<file path="config.mk">
export PLATFORM = sky130hd
export DESIGN_NAME = ssr_rx
export DESIGN_NICKNAME = d
export VERILOG_FILES = /design/src/rtl/ssr_pkg.sv /design/src/rtl/ssr_sync.sv /design/src/rtl/ssr_shift.sv /design/src/rtl/ssr_rxbuf.sv /design/src/rtl/ssr_rx.sv
export SDC_FILE = /design/constraint.sdc
export NUM_CORES = 1
export LEC_CHECK = 0
export ABC_AREA = 0
export BUFFER_PORTS_ARGS = -buffer_cell sky130_fd_sc_hd__buf_2
export CAP_MARGIN = 20
export CORE_MARGIN = 5
export CORE_UTILIZATION = 50
export DETAILED_ROUTE_END_ITERATION = 8
export MAX_ROUTING_LAYER = met4
export PLACE_DENSITY = 0.8
export SYNTH_ARGS = -nofsm -noshare
export SYNTH_HDL_FRONTEND = slang
export SYNTH_SLANG_ARGS = --single-unit
</file>
<file path="constraint.sdc">
create_clock -name clk -period 1.7 [get_ports clk]
set_input_delay 0 -clock clk [delete_from_list [all_inputs] [get_ports clk]]
set_output_delay 0 -clock clk [all_outputs]
set_load 0.03 [all_outputs]
</file>
<file path="src/rtl/ssr_pkg.sv">
package ssr_pkg;
  localparam int DATA_W  = 8;
  localparam int STAT_W  = 8;
  localparam int ST_FULL = 1;
  localparam int ST_OVR  = 2;
endpackage

</file>
<file path="src/rtl/ssr_sync.sv">
module ssr_sync #(
  parameter int W = 2
) (
  input  logic         clk,
  input  logic         rst_n,
  input  logic [W-1:0] din,
  output logic [W-1:0] dout
);
  logic [W-1:0] meta_q, sync_q;

  always_ff @(posedge clk or negedge rst_n) begin
    if (!rst_n) begin
      meta_q <= '0;
      sync_q <= '0;
    end else begin
      meta_q <= din;
      sync_q <= meta_q;
    end
  end

  assign dout = sync_q;
endmodule

</file>
<file path="src/rtl/ssr_shift.sv">
module ssr_shift #(
  parameter int W = 8
) (
  input  logic         clk,
  input  logic         rst_n,
  input  logic         start,
  input  logic         en,
  input  logic         rise,
  input  logic         sd,
  output logic         done,
  output logic [W-1:0] word
);
  localparam int CW = (W > 1) ? $clog2(W) : 1;

  logic [CW-1:0] cnt_q;
  logic [W-1:0]  sr_q;
  logic          take;

  assign take = en & rise;
  // Next shift value: new bit at the top, older bits move toward bit 0.
  assign word = {sd, sr_q[W-1:1]};
  assign done = take && (cnt_q == CW'(W - 1));

  always_ff @(posedge clk or negedge rst_n) begin
    if (!rst_n) begin
      cnt_q <= '0;
      sr_q  <= '0;
    end else if (start) begin
      cnt_q <= '0;
    end else if (take) begin
      sr_q  <= word;
      cnt_q <= done ? '0 : cnt_q + 1'b1;
    end
  end
endmodule

</file>
<file path="src/rtl/ssr_rxbuf.sv">
module ssr_rxbuf #(
  parameter int W = 8
) (
  input  logic         clk,
  input  logic         rst_n,
  input  logic         done,
  input  logic [W-1:0] word,
  input  logic         rd,
  input  logic         ovr_clr,
  output logic [W-1:0] data,
  output logic         full,
  output logic         ovr,
  output logic         irq
);
  logic slot_free;

  assign slot_free = ~full | rd;

  always_ff @(posedge clk or negedge rst_n) begin
    if (!rst_n) begin
      data <= '0;
      full <= 1'b0;
      irq  <= 1'b0;
    end else begin
      irq <= 1'b0;
      if (done && slot_free) begin
        data <= word;
        full <= 1'b1;
        irq  <= 1'b1;
      end else if (rd) begin
        full <= 1'b0;
      end
    end
  end

  always_ff @(posedge clk or negedge rst_n) begin
    if (!rst_n)                  ovr <= 1'b0;
    else if (done && !slot_free) ovr <= 1'b1;
    else if (ovr_clr)            ovr <= 1'b0;
  end
endmodule

</file>
<file path="src/rtl/ssr_rx.sv">
module ssr_rx
  import ssr_pkg::*;
#(
  parameter int DW = DATA_W,
  parameter int SW = STAT_W
) (
  input  logic          clk,
  input  logic          rst_n,
  input  logic          rx_en,
  input  logic          arm_wr,
  input  logic          ovr_clr,
  input  logic          sclk,
  input  logic          sdata,
  output logic [DW-1:0] rb_data,
  output logic          rb_valid,
  input  logic          rb_ready,
  output logic [SW-1:0] status,
  output logic          irq,
  output logic          ready_n
);
  logic [1:0] sync_out;
  logic       sclk_s, sd_s, sclk_prev;
  logic       rise, fall;
  logic       armed_q, accept, done;
  logic       full, ovr, rd;
  logic [DW-1:0] word;

  ssr_sync #(.W(2)) u_sync (
    .clk(clk), .rst_n(rst_n), .din({sclk, sdata}), .dout(sync_out)
  );
  assign sclk_s = sync_out[1];
  assign sd_s   = sync_out[0];

  always_ff @(posedge clk or negedge rst_n) begin
    if (!rst_n) sclk_prev <= 1'b1;
    else        sclk_prev <= sclk_s;
  end
  assign rise = sclk_s & ~sclk_prev;
  assign fall = ~sclk_s & sclk_prev;

  assign accept = arm_wr & rx_en & sclk_s & ~armed_q;

  always_ff @(posedge clk or negedge rst_n) begin
    if (!rst_n) begin
      armed_q <= 1'b0;
      ready_n <= 1'b1;
    end else begin
      if (accept)    armed_q <= 1'b1;
      else if (done) armed_q <= 1'b0;
      if (accept)    ready_n <= 1'b0;
      else if (fall) ready_n <= 1'b1;
    end
  end

  ssr_shift #(.W(DW)) u_shift (
    .clk(clk), .rst_n(rst_n), .start(accept), .en(armed_q),
    .rise(rise), .sd(sd_s), .done(done), .word(word)
  );

  assign rd = rb_valid & rb_ready;

  ssr_rxbuf #(.W(DW)) u_buf (
    .clk(clk), .rst_n(rst_n), .done(done), .word(word), .rd(rd),
    .ovr_clr(ovr_clr), .data(rb_data), .full(full), .ovr(ovr), .irq(irq)
  );

  assign rb_valid = full;

  always_comb begin
    status          = '0;
    status[ST_FULL] = full;
    status[ST_OVR]  = ovr;
  end
endmodule

</file>
Word-level counts from Yosys, hierarchy flattened
Cells that the tools add are included.
- register bits: 29
- bits of input ports: 8
- output and inout port bits: 19
- logic and storage cells: 48
- add/subtract/negate cells: 1
- eq/ne operators: 1
- muxes and demuxes: 12
- bitwise logic cells: 13
- reduce and logical (&&, ||, !) cells: 10
- operator list (operator ; count):
    $reduce_bool A2 Y1 ; 5
    $mux W1 ; 9
    $mux W3 ; 3
    $and A1 B1 Y1 ; 7
    $not A1 Y1 ; 5
    $add A3 B1 Y3 const B ; 1
    $eq A3 B3 Y1 const B ; 1
    $logic_and A1 B1 Y1 ; 3
    $reduce_and A2 Y1 ; 1
    $logic_not A1 Y1 ; 1
    $or A1 B1 Y1 ; 1

Logic depth before layout (Yosys ltp)
Gate-level depths: netlist of run 1.
- depth after elaboration: 7
- depth in mapped cells: 4
- gate-level depth less buffers: 4

Cells and area by module
Synthesis of run 1 repeated with hierarchy kept, for this count alone.
- cell total of the unflattened synthesis: 83
- area, all modules: 1249.9 um^2
- by module, submodules not included (module ; instances ; cells each ; area an instance (um^2) ; sequential area each (um^2)):
    ssr_shift ; 1 ; 33 ; 508.0 ; 250.2
    ssr_rxbuf ; 1 ; 26 ; 441.7 ; 275.3
    ssr_rx ; 1 ; 20 ; 200.2 ; 77.6
    ssr_sync ; 1 ; 4 ; 100.1 ; 100.1

Worst setup path after synthesis of run 1
OpenSTA, ideal clock, no wires.
- kind: reg-to-reg
- start: reg u_shift.cnt_q[0]
- end: reg u_buf.data[0]
- setup time: 0.125 ns
- arrival: 1.242 ns
- required time: 1.575 ns
- setup slack: 0.333 ns
- cell stages (with the launch flop): 5
- buffers on the path: 0
- clock period less this slack: 1.367 ns
- cells stage by stage: dfrtp_1 > ha_1 > ha_1 > nand3_4 > mux2_2
- word-level cells in the longest chain between the ends: 3
- RTL lines (what ; RTL line ; source):
    from (decl) ; ssr_shift.sv:15 ; logic [CW-1:0] cnt_q;
    from (signal assigned) ; ssr_shift.sv:32 ; cnt_q <= done ? '0 : cnt_q + 1'b1;
    $eq A3 B3 Y1 ; ssr_shift.sv:22 ; assign done = take && (cnt_q == CW'(W - 1));
    $logic_and A1 B1 Y1 ; ssr_shift.sv:22 ;
    $logic_and A1 B1 Y1 ; ssr_rxbuf.sv:26 ; if (done && slot_free) begin
    to (signal assigned) ; ssr_rxbuf.sv:27 ; data <= word;
    to (decl) ; ssr_rxbuf.sv:10 ; output logic [W-1:0] data,
No other way between the ends.
A chain may end at the register's enable or synchronous reset.

Final worst setup path of run 1
- start: reg sclk_prev
- end: reg u_buf.data[7]
- word-level cells in the longest chain between the ends: 5
- RTL lines (what ; RTL line ; source):
    from (decl) ; ssr_rx.sv:22 ; logic sclk_s, sd_s, sclk_prev;
    from (signal assigned) ; ssr_rx.sv:36 ; else sclk_prev <= sclk_s;
    $not A1 Y1 ; ssr_rx.sv:38 ; assign rise = sclk_s & ~sclk_prev;
    $and A1 B1 Y1 ; ssr_rx.sv:38 ;
    $and A1 B1 Y1 ; ssr_shift.sv:19 ; assign take = en & rise;
    $logic_and A1 B1 Y1 ; ssr_shift.sv:22 ;
    $logic_and A1 B1 Y1 ; ssr_rxbuf.sv:26 ;
No other way between the ends.

==> impl_metrics.env, run 1 <==
export IMPL_synth_cell_types=19
export IMPL_slowest_delay_ns=0.56
export IMPL_synthCells=94
export IMPL_async_reset_ff_frac=1.00
export IMPL_clk_latency_ns=0.31
export IMPL_yosys_area_share_simple=0.155
export IMPL_min_delay_path_depth=3
export IMPL_r2r_end="u_buf.data[7]"
export IMPL_maxSlewViolCount=0
export IMPL_avgSynthCellArea_um2=11.8
export IMPL_drc=0
export IMPL_worst_path_buf_inv=0
export IMPL_placed_cell_area_mm2=0.00119
export IMPL_skew_ns=0.00925
export IMPL_num_io_pins=27
export IMPL_portBuffers=20
export IMPL_numCtsBuffers=3
export IMPL_grt_pass1_vias=692
export IMPL_gp_congestion=0.731
export IMPL_finalInstanceArea_mm2=0.00126
export IMPL_antenna_left=0
export IMPL_cpMaxStageDelayCell="dfstp_2"
export IMPL_setup_viol=0
export IMPL_r2r_cells=3
export IMPL_hpwl_mm=1.27
export IMPL_max_cap_violations=0
export IMPL_vdd_drop_max_v=0.000726
export IMPL_cts_buffer_depth=2
export IMPL_grt_max_degree=29
export IMPL_cts_tree="done"
export IMPL_cp_arrival_ns=1.69
export IMPL_synth_compound_area_frac=0.0304
export IMPL_start_kind="flop"
export IMPL_routed_wl_mm=1.76
export IMPL_final_hold_viol_count=0
export IMPL_leakage_nw=0.692
export IMPL_syn_cell_area_mm2=0.00111
export IMPL_hold_class="input port to flop"
export IMPL_min_to="u_buf.full"
export IMPL_die_h_um=57.1
export IMPL_synth_edf_count=0
export IMPL_finalCriticalPeriod_ns=1.48
export IMPL_fin_nets=128
export IMPL_hold_start="rb_ready"
export IMPL_clock_sinks=28
export IMPL_antenna_found_initial=0
export IMPL_netlist_top_cells_count="nand2_1 (27), dfrtp_1 (26), buf_4 (9), mux2_2 (8), a21oi_1 (4)"
export IMPL_clk_pin_slew_worst_paths_ns=0.13
export IMPL_netlist_area_leader_share=0.586
export IMPL_ys_seq_area_frac=0.633
export IMPL_gr_usage_all_layers=0.126
export IMPL_finalNonFillerCells=145
export IMPL_crit_fanout=11
export IMPL_layout_drive_gt1_share=0.299
export IMPL_ctsRootBufferMaster="clkbuf_4"
export IMPL_synth_seq_cells=28
export IMPL_yosys_area_share_adder=0.0225
export IMPL_synth_most_common_cell="nand2_1"
export IMPL_start_util=0.512
export IMPL_area_growth_pct=13.4
export IMPL_route_vias_total=683
export IMPL_numPlacedInstances=137
export IMPL_synth_ff_type="dfrtp_1"
export IMPL_final_core_util=0.581
export IMPL_yosys_top_cells_area="dfrtp_1 (59%), nand2_1 (9.1%), mux2_2 (8.1%), buf_4 (6.1%), dfstp_2 (4.7%)"
export IMPL_maxSlewHeadroom=0.618
export IMPL_core_mm2=0.00217
export IMPL_worst_pin_slew_ns=0.572
export IMPL_crit_type="flop to flop"
export IMPL_grt_pass1_wl_mm=3.10
export IMPL_synthXorXnorAreaFrac=0
export IMPL_r2r_slack_ns=0.22
export IMPL_run_status="finished, final reports clean"
export IMPL_fin_crit_sh=0.871
export IMPL_rsz0062_at_grt="false"
export IMPL_drt_initial_drc_count=5
export IMPL_drtPass1Iterations=4
export IMPL_critPathRequiredTime_ns=1.91
export IMPL_dieArea_mm2=0.00326
export IMPL_whs_ns=0.0437
export IMPL_vias_per_cell=4.71
export IMPL_worstPathCellList="and3b_2, nand3_4, mux2_2"
export IMPL_grt_overflow=0
export IMPL_rows=17
export IMPL_synthMuxAreaShare=0.0811
export IMPL_cellPowerDensity_mw_per_mm2=1300
export IMPL_synth_top_area_cell="dfrtp_1"
export IMPL_setup_tns_ns=0
export IMPL_fmax_mhz=676
export IMPL_end_kind="flop"
export IMPL_postCtsSetupRepairBufs=0
export IMPL_die_w_um=57.1
export IMPL_timing_rr_start="sclk_prev"
export IMPL_yosysWarnings=0
export IMPL_synth_top_family_by_area="simple AND/OR/NAND/NOR gates"
export IMPL_n_antenna_cell=0
export IMPL_htreeDepth=1
export IMPL_crit_family="flip-flops"
export IMPL_wl_per_cell_um=12.1
## worst max-delay path by stage
stage | slack [ns] | startpoint | end | cells after the start
after global routing | 0.16 | u_shift.cnt_q[0] | u_buf.data[5] | 4
after detailed placement | 0.22 | sclk_prev | u_buf.data[0] | 3
final | 0.22 | sclk_prev | u_buf.data[7] | 3
after CTS | 0.20 | sclk_prev | u_buf.data[0] | 3
after global placement | 0.26 | sclk_prev | u_buf.data[7] | 3
after floorplan | 0.33 | u_shift.cnt_q[0] | u_buf.data[0] | 4
## cell usage in the layout (no fill, tap or decap), types with 2 or more instances in the layout
| cell type | count |
|---|---|
| inv_1 | 3 |
| dlygate4sd3_1 | 4 |
| nand2_1 | 27 |
| dfrtp_1 | 26 |
| dfstp_2 | 2 |
| nand3b_1 | 3 |
| a21oi_1 | 4 |
| mux2_2 | 8 |
| buf_2 | 20 |
| conb_1 | 6 |
| clkbuf_4 | 3 |
| ha_1 | 2 |
## per-layer routing
metal  wire length (µm)  track usage  up-vias  share of wire
li1                   -            -      336              -
met1                721        0.140      334           0.41
met2                954        0.217       11           0.54
met3                 64       0.0294        2          0.036
met4                 16       0.0497        0         0.0091
met5                  0            -        -              0
## report_power, final
part	switching, mW	leakage, nW	internal [mW]	total, mW
Sequential	0.112	0.360	0.838	0.950
Combinational	0.264	0.317	0.157	0.421
Clock	0.176	0.0150	0.0916	0.267
## metrics by stage
stage               worst slack [ns]  total power [mW]
CTS                            0.202              1.66
global route                   0.162              1.76
finish                         0.220              1.64
global placement               0.258              1.36
detailed placement             0.221              1.38
floorplan                      0.333              1.26
## worst min-delay path: stages
cell and delay, ns:
buf_2 0.07, nand2b_1 0.19, nand2_1 0.07
## timing repair
item                                   in CTS  in global routing
hold buffers                                4                  0
gates resized for setup                     0                  0
endpoints found under the hold margin      29                  0
## cell families after synthesis
logic type                 Yosys count
DFF                                 28
and+or+nand+nor                     36
AOI/OAI and AO/OA                    6
muxes                                8
buffers and inverters               13
other                                1
adders and majority gates            2
## area by class of cell
| type | instances | area (µm²) |
|---|---|---|
| fillers | 178 | 910 |
| flip-flops and latches | 28 | 703 |
| multi-input cells | 58 | 344 |
| repair buffers | 24 | 140 |
| well taps | 28 | 35.0 |
| clock buffers | 4 | 26.3 |
| inverters | 3 | 11.3 |
## flip-flops by register name, summed over array words and instances, names as in the netlist
register,count
armed_q,1
ready_n,1
sclk_prev,1
u_buf.data,8
u_buf.full,1
u_buf.irq,1
u_buf.ovr,1
u_shift.cnt_q,3
u_shift.sr_q,7
u_sync.dout,2
u_sync.meta_q,2
Note: power is estimated with default switching activity, not from simulation.
==> run 2: changes to the inputs <==
CORE_ASPECT_RATIO = 1.4   (was default)
PLACE_DENSITY = 0.85   (was 0.8)
REMOVE_ABC_BUFFERS = 1   (was default)
==> impl_metrics.env, run 2 (same netlist as run 1, synthesis figures left out) <==
export IMPL_start_kind="flop"
export IMPL_crit_type="flop to flop"
export IMPL_fmax_mhz=663
export IMPL_setup_viol=0
export IMPL_largest_reg_flops=8
export IMPL_max_cap_violations=0
export IMPL_n_antenna_cell=0
export IMPL_topRoutingLayerUsed="met4"
export IMPL_top_regs="u_buf.data x8, u_shift.sr_q x7, u_shift.cnt_q x3"
export IMPL_cellPowerDensity_mw_per_mm2=1300
export IMPL_final_common_cell="nand2_1"
export IMPL_layout_common_cells="nand2_1 (27), dfrtp_1 (26), buf_2 (20), mux2_2 (8), conb_1 (6)"
export IMPL_layout_drive_gt1_share=0.305
export IMPL_htreeDepth=1
export IMPL_crit_family="adder cells"
export IMPL_hold_class="input port to flop"
export IMPL_core_mm2=0.00215
export IMPL_leakage_nw=0.696
export IMPL_cts_tree="done"
export IMPL_gp_congestion=0.723
export IMPL_maxSlewHeadroom=0.604
export IMPL_drtPass1Iterations=4
export IMPL_grt_max_degree=29
export IMPL_drt_initial_drc_count=14
export IMPL_grt_overflow=0
export IMPL_worst_path_buf_inv=0
export IMPL_rows=20
export IMPL_route_vias_total=694
export IMPL_gr_usage_all_layers=0.126
export IMPL_critPathRequiredTime_ns=1.90
export IMPL_crit_fanout=9
export IMPL_die_w_um=49.8
export IMPL_fin_nets=129
export IMPL_worst_pin_slew_ns=0.595
export IMPL_antenna_found_initial=0
export IMPL_clk_latency_ns=0.31
export IMPL_start_util=0.516
export IMPL_setup_tns_ns=0
export IMPL_routed_wl_met2_um=934
export IMPL_slowest_delay_ns=0.42
export IMPL_hpwl_mm=1.32
export IMPL_multi_input_area_um2=344
export IMPL_final_fill_count=192
export IMPL_maxSlewViolCount=0
export IMPL_area_growth_pct=13.4
export IMPL_worstPathCellList="ha_1, ha_1, nand3_4, mux2_2"
export IMPL_dieArea_mm2=0.00328
export IMPL_antenna_left=0
export IMPL_cts_buffer_depth=2
export IMPL_whs_ns=0.0395
export IMPL_vias_per_cell=4.96
export IMPL_wl_met1_um=674
export IMPL_clk_pin_slew_worst_paths_ns=0.13
export IMPL_wl_met3_um=106
export IMPL_drc=0
export IMPL_routed_wl_mm=1.73
export IMPL_die_h_um=65.8
export IMPL_portBuffers=20
export IMPL_run_status="finished, final reports clean"
export IMPL_grt_pass1_wl_mm=3.15
export IMPL_largest_register="u_buf.data"
export IMPL_clock_sinks=28
export IMPL_num_io_pins=27
export IMPL_ff_latch_area_um2=703
export IMPL_end_kind="flop"
export IMPL_grt_pass1_vias=700
export IMPL_postCtsSetupRepairBufs=0
export IMPL_vdd_drop_max_v=0.000750
export IMPL_ctsRootBufferMaster="clkbuf_4"
export IMPL_final_hold_viol_count=0
export IMPL_skew_ns=0.00503
export IMPL_critPathMostFrequentCell="ha_1"
export IMPL_cp_arrival_ns=1.71
export IMPL_finalCriticalPeriod_ns=1.51
export IMPL_cpMaxStageDelayCell="dfrtp_1"
export IMPL_numCtsBuffers=3
export IMPL_fin_crit_sh=0.888
export IMPL_rsz0062_at_grt="false"
export IMPL_wl_per_cell_um=12.3
[run 2: per-layer routing]
metal | global-route usage | vias to the layer above
met5 | - | -
met4 | 0.0492 | 0
met3 | 0.0271 | 2
met2 | 0.197 | 17
met1 | 0.161 | 338
li1 | - | 337
[run 2: timing repair]
action                                 in CTS  in global routing
hold buffers                                4                  0
gates resized for setup                     0                  0
endpoints found under the hold margin      29                  0
[run 2: path summary, 6_finish.rpt]
check,from,end,slack (ns),cells past startpoint
worst min register to register,u_sync.meta_q[0],u_sync.dout[0],0.37,0
worst min-delay path,rb_ready,u_buf.full,0.04,3
min in group asynchronous,rst_n,u_buf.data[0],0.21,2
worst max-delay path,u_shift.cnt_q[0],u_buf.data[7],0.19,4
worst max register to register,u_shift.cnt_q[0],u_buf.data[7],0.19,4
max in group asynchronous,rst_n,u_sync.dout[1],1.10,2
[run 2: power breakdown]
group | switching, mW | internal, mW | leakage [nW] | total (mW)
registers | 0.109 | 0.838 | 0.360 | 0.947
clock network | 0.167 | 0.0914 | 0.0150 | 0.259
logic | 0.264 | 0.163 | 0.322 | 0.427
total | 0.541 | 1.09 | 0.696 | 1.63
[run 2: worst min-delay path, cell delays in order]
cell	delay [ns]
buf_2	0.07
nand2b_1	0.19
nand2_1	0.07
[run 2: final cells by class]
type / instances / area share
clock buffer: 4 / 0.0209
inverter: 3 / 0.00894
multi-input combinational: 58 / 0.273
sequential: 28 / 0.558
tap: 22 / 0.0218
timing repair buffer: 25 / 0.117
[run 2: stage by stage]
| step | utilization | setup WS [ns] | instance area [µm²] | std cells | power [mW] |
|---|---|---|---|---|---|
| after floorplan | - | 0.191 | 1060 | 89 | 1.24 |
| after global placement | 0.555 | 0.273 | 1190 | 132 | 1.35 |
| after detailed placement | 0.555 | 0.216 | 1190 | 132 | 1.39 |
| after CTS | 0.585 | 0.182 | 1260 | 140 | 1.65 |
| after global routing | 0.585 | 0.132 | 1260 | 140 | 1.77 |
| final | 0.585 | 0.191 | 1260 | 140 | 1.63 |
==> run 3: changes to the inputs <==
CORE_UTILIZATION = 45   (was 50)
PLACE_DENSITY = 0.78   (was 0.85)
SYNTH_HIERARCHICAL = 1   (was default)
==> impl_metrics.env, run 3 <==
export IMPL_vias_per_cell=4.70
export IMPL_vdd_drop_max_v=0.000669
export IMPL_skew_ns=0.00838
export IMPL_whs_ns=0.0861
export IMPL_clock_sinks=28
export IMPL_r2r_end="u_buf/data[7]"
export IMPL_setup_ws_ns=0.0535
export IMPL_yosys_top_cells_area="dfrtp_1 (52%), mux2_4 (18%), buf_4 (6.0%), dfstp_2 (4.2%), a21bo_1 (2.4%)"
export IMPL_drc=0
export IMPL_crit_family="flip-flops"
export IMPL_ctsRootBufferMaster="clkbuf_4"
export IMPL_netlist_top_cells_count="dfrtp_1 (26), mux2_4 (15), buf_4 (10), inv_1 (4)"
export IMPL_synth_top_area_cell="dfrtp_1"
export IMPL_avgSynthCellArea_um2=15.1
export IMPL_layout_common_cells="dfrtp_1 (26), buf_2 (20), mux2_4 (15), conb_1 (6)"
export IMPL_largest_register="u_buf/data"
export IMPL_dieArea_mm2=0.00395
export IMPL_setup_viol=0
export IMPL_synthCells=83
export IMPL_start_util=0.473
export IMPL_run_status="finished, final reports clean"
export IMPL_yosys_area_share_simple=0.105
export IMPL_crit_fanout=9
export IMPL_setup_tns_ns=0
export IMPL_yosysWarnings=6
export IMPL_numPlacedInstances=135
export IMPL_fin_crit_sh=0.969
export IMPL_max_cap_violations=0
export IMPL_largest_reg_flops=8
export IMPL_min_delay_path_depth=3
export IMPL_r2r_slack_ns=0.05
export IMPL_cp_arrival_ns=1.87
export IMPL_hpwl_mm=1.43
export IMPL_synth_ff_type="dfrtp_1"
export IMPL_synthXorXnorAreaFrac=0
export IMPL_cts_buffer_depth=2
export IMPL_grt_pass1_vias=701
export IMPL_synth_most_common_cell="dfrtp_1"
export IMPL_maxSlewHeadroom=0.614
export IMPL_numCtsBuffers=3
export IMPL_route_vias_total=677
export IMPL_synth_seq_cells=28
export IMPL_grt_overflow=0
export IMPL_critPathMostFrequentCell="ha_1"
export IMPL_routed_wl_mm=1.96
export IMPL_start_kind="flop"
export IMPL_yosys_area_share_adder=0.0200
export IMPL_async_reset_ff_frac=1.00
export IMPL_ys_seq_area_frac=0.563
export IMPL_min_to="ready_n"
export IMPL_clk_pin_slew_worst_paths_ns=0.14
export IMPL_gp_congestion=0.723
export IMPL_synth_compound_area_frac=0.0480
export IMPL_top_regs="u_buf/data x8, u_shift/sr_q x7, u_shift/cnt_q x3"
export IMPL_wl_per_cell_um=13.6
export IMPL_final_common_cell="dfrtp_1"
export IMPL_crit_type="flop to flop"
export IMPL_core_mm2=0.00264
export IMPL_rows=22
export IMPL_synth_top_family_by_area="multiplexers"
export IMPL_worstPathCellList="ha_1, ha_1, and3_2, nand2_8, mux2_4"
export IMPL_slowest_delay_ns=0.43
export IMPL_syn_cell_area_mm2=0.00125
export IMPL_antenna_left=0
export IMPL_portBuffers=20
export IMPL_hold_class="input port to flop"
export IMPL_fin_nets=119
export IMPL_die_h_um=72.4
export IMPL_clk_latency_ns=0.32
export IMPL_place_ws_ns=0.0391
export IMPL_grt_max_degree=29
export IMPL_area_growth_pct=16.1
export IMPL_synth_edf_count=0
export IMPL_r2r_cells=5
export IMPL_end_kind="flop"
export IMPL_htreeDepth=1
export IMPL_antenna_found_initial=0
export IMPL_final_core_util=0.549
export IMPL_worst_path_buf_inv=0
export IMPL_finalNonFillerCells=144
export IMPL_grt_pass1_wl_mm=3.26
export IMPL_cellPowerDensity_mw_per_mm2=1550
export IMPL_die_w_um=54.5
export IMPL_leakage_nw=0.775
export IMPL_hold_start="rx_en"
export IMPL_layout_drive_gt1_share=0.472
export IMPL_synth_cell_types=24
export IMPL_cpMaxStageDelayCell="dfrtp_1"
export IMPL_finalInstanceArea_mm2=0.00145
export IMPL_final_hold_viol_count=0
export IMPL_n_antenna_cell=0
export IMPL_placed_cell_area_mm2=0.00134
export IMPL_maxSlewViolCount=0
export IMPL_cts_tree="done"
export IMPL_worst_pin_slew_ns=0.578
export IMPL_critPathRequiredTime_ns=1.92
export IMPL_finalCriticalPeriod_ns=1.65
export IMPL_num_io_pins=27
export IMPL_netlist_area_leader_share=0.521
export IMPL_total_power_mw=2.26
export IMPL_synthMuxAreaShare=0.180
export IMPL_timing_rr_start="u_shift/cnt_q[0]"
export IMPL_fmax_mhz=607
export IMPL_gr_usage_all_layers=0.117
export IMPL_drt_initial_drc_count=21
export IMPL_drtPass1Iterations=3
==> run 3: how the worst max path moves through the flow <==
stage,from,endpoint,slack [ns],depth (start not counted)
finish,u_shift/cnt_q[0],u_buf/data[7],0.05,5
global route,u_shift/cnt_q[0],u_buf/data[7],-0.002,5
CTS,u_shift/cnt_q[0],u_buf/data[7],0.01,5
detailed placement,u_shift/cnt_q[0],u_buf/data[7],0.04,5
global placement,u_shift/cnt_q[0],u_buf/data[4],0.11,5
floorplan,u_sync/dout[1],u_buf/data[0],0.08,4
==> run 3: cell type report <==
| cell class | instances | area, µm² |
|---|---|---|
| Clock buffer | 3 | 22.5 |
| Clock inverter | 1 | 30.0 |
| Fill cell | 236 | 1190 |
| Inverter | 4 | 15.0 |
| Multi-Input combinational cell | 45 | 473 |
| Sequential cell | 28 | 703 |
| Tap cell | 36 | 45.0 |
| Timing Repair Buffer | 27 | 163 |
==> run 3: routing by layer <==
metal	up-vias	wire (µm)	track usage
li1	315	-	-
met1	346	851	0.141
met2	14	1000	0.184
met3	2	85	0.0308
met4	0	16	0.0416
met5	-	0	-
==> run 3: kinds of logic (layout without fill, tap and decap cells) <==
kind of cell,after synthesis,count (layout)
multiplexers,15,15
adder cells (fa/ha/maj),2,2
other,1,6
AO/OA/AOI/OAI,8,8
flip-flops,28,28
AND/OR/NAND/NOR,14,14
buffers and inverters,15,35
==> run 3: where the power goes <==
part           internal [mW]  total, mW  switching, mW
sequential             0.873       1.02          0.150
combinational          0.405      0.812          0.407
clock                  0.238      0.420          0.182
==> run 3: tightest hold or removal path, stage by stage <==
cell and delay, ns:
buf_2 0.08, and4b_4 0.27, nor3_2 0.06
==> run 3: repair_timing <==
action	4_1_cts	5_1_grt
setup endpoints to repair	0	8
buffers inserted	0	1
gates resized for setup	0	1
hold endpoints to repair	29	0
hold buffers	4	0
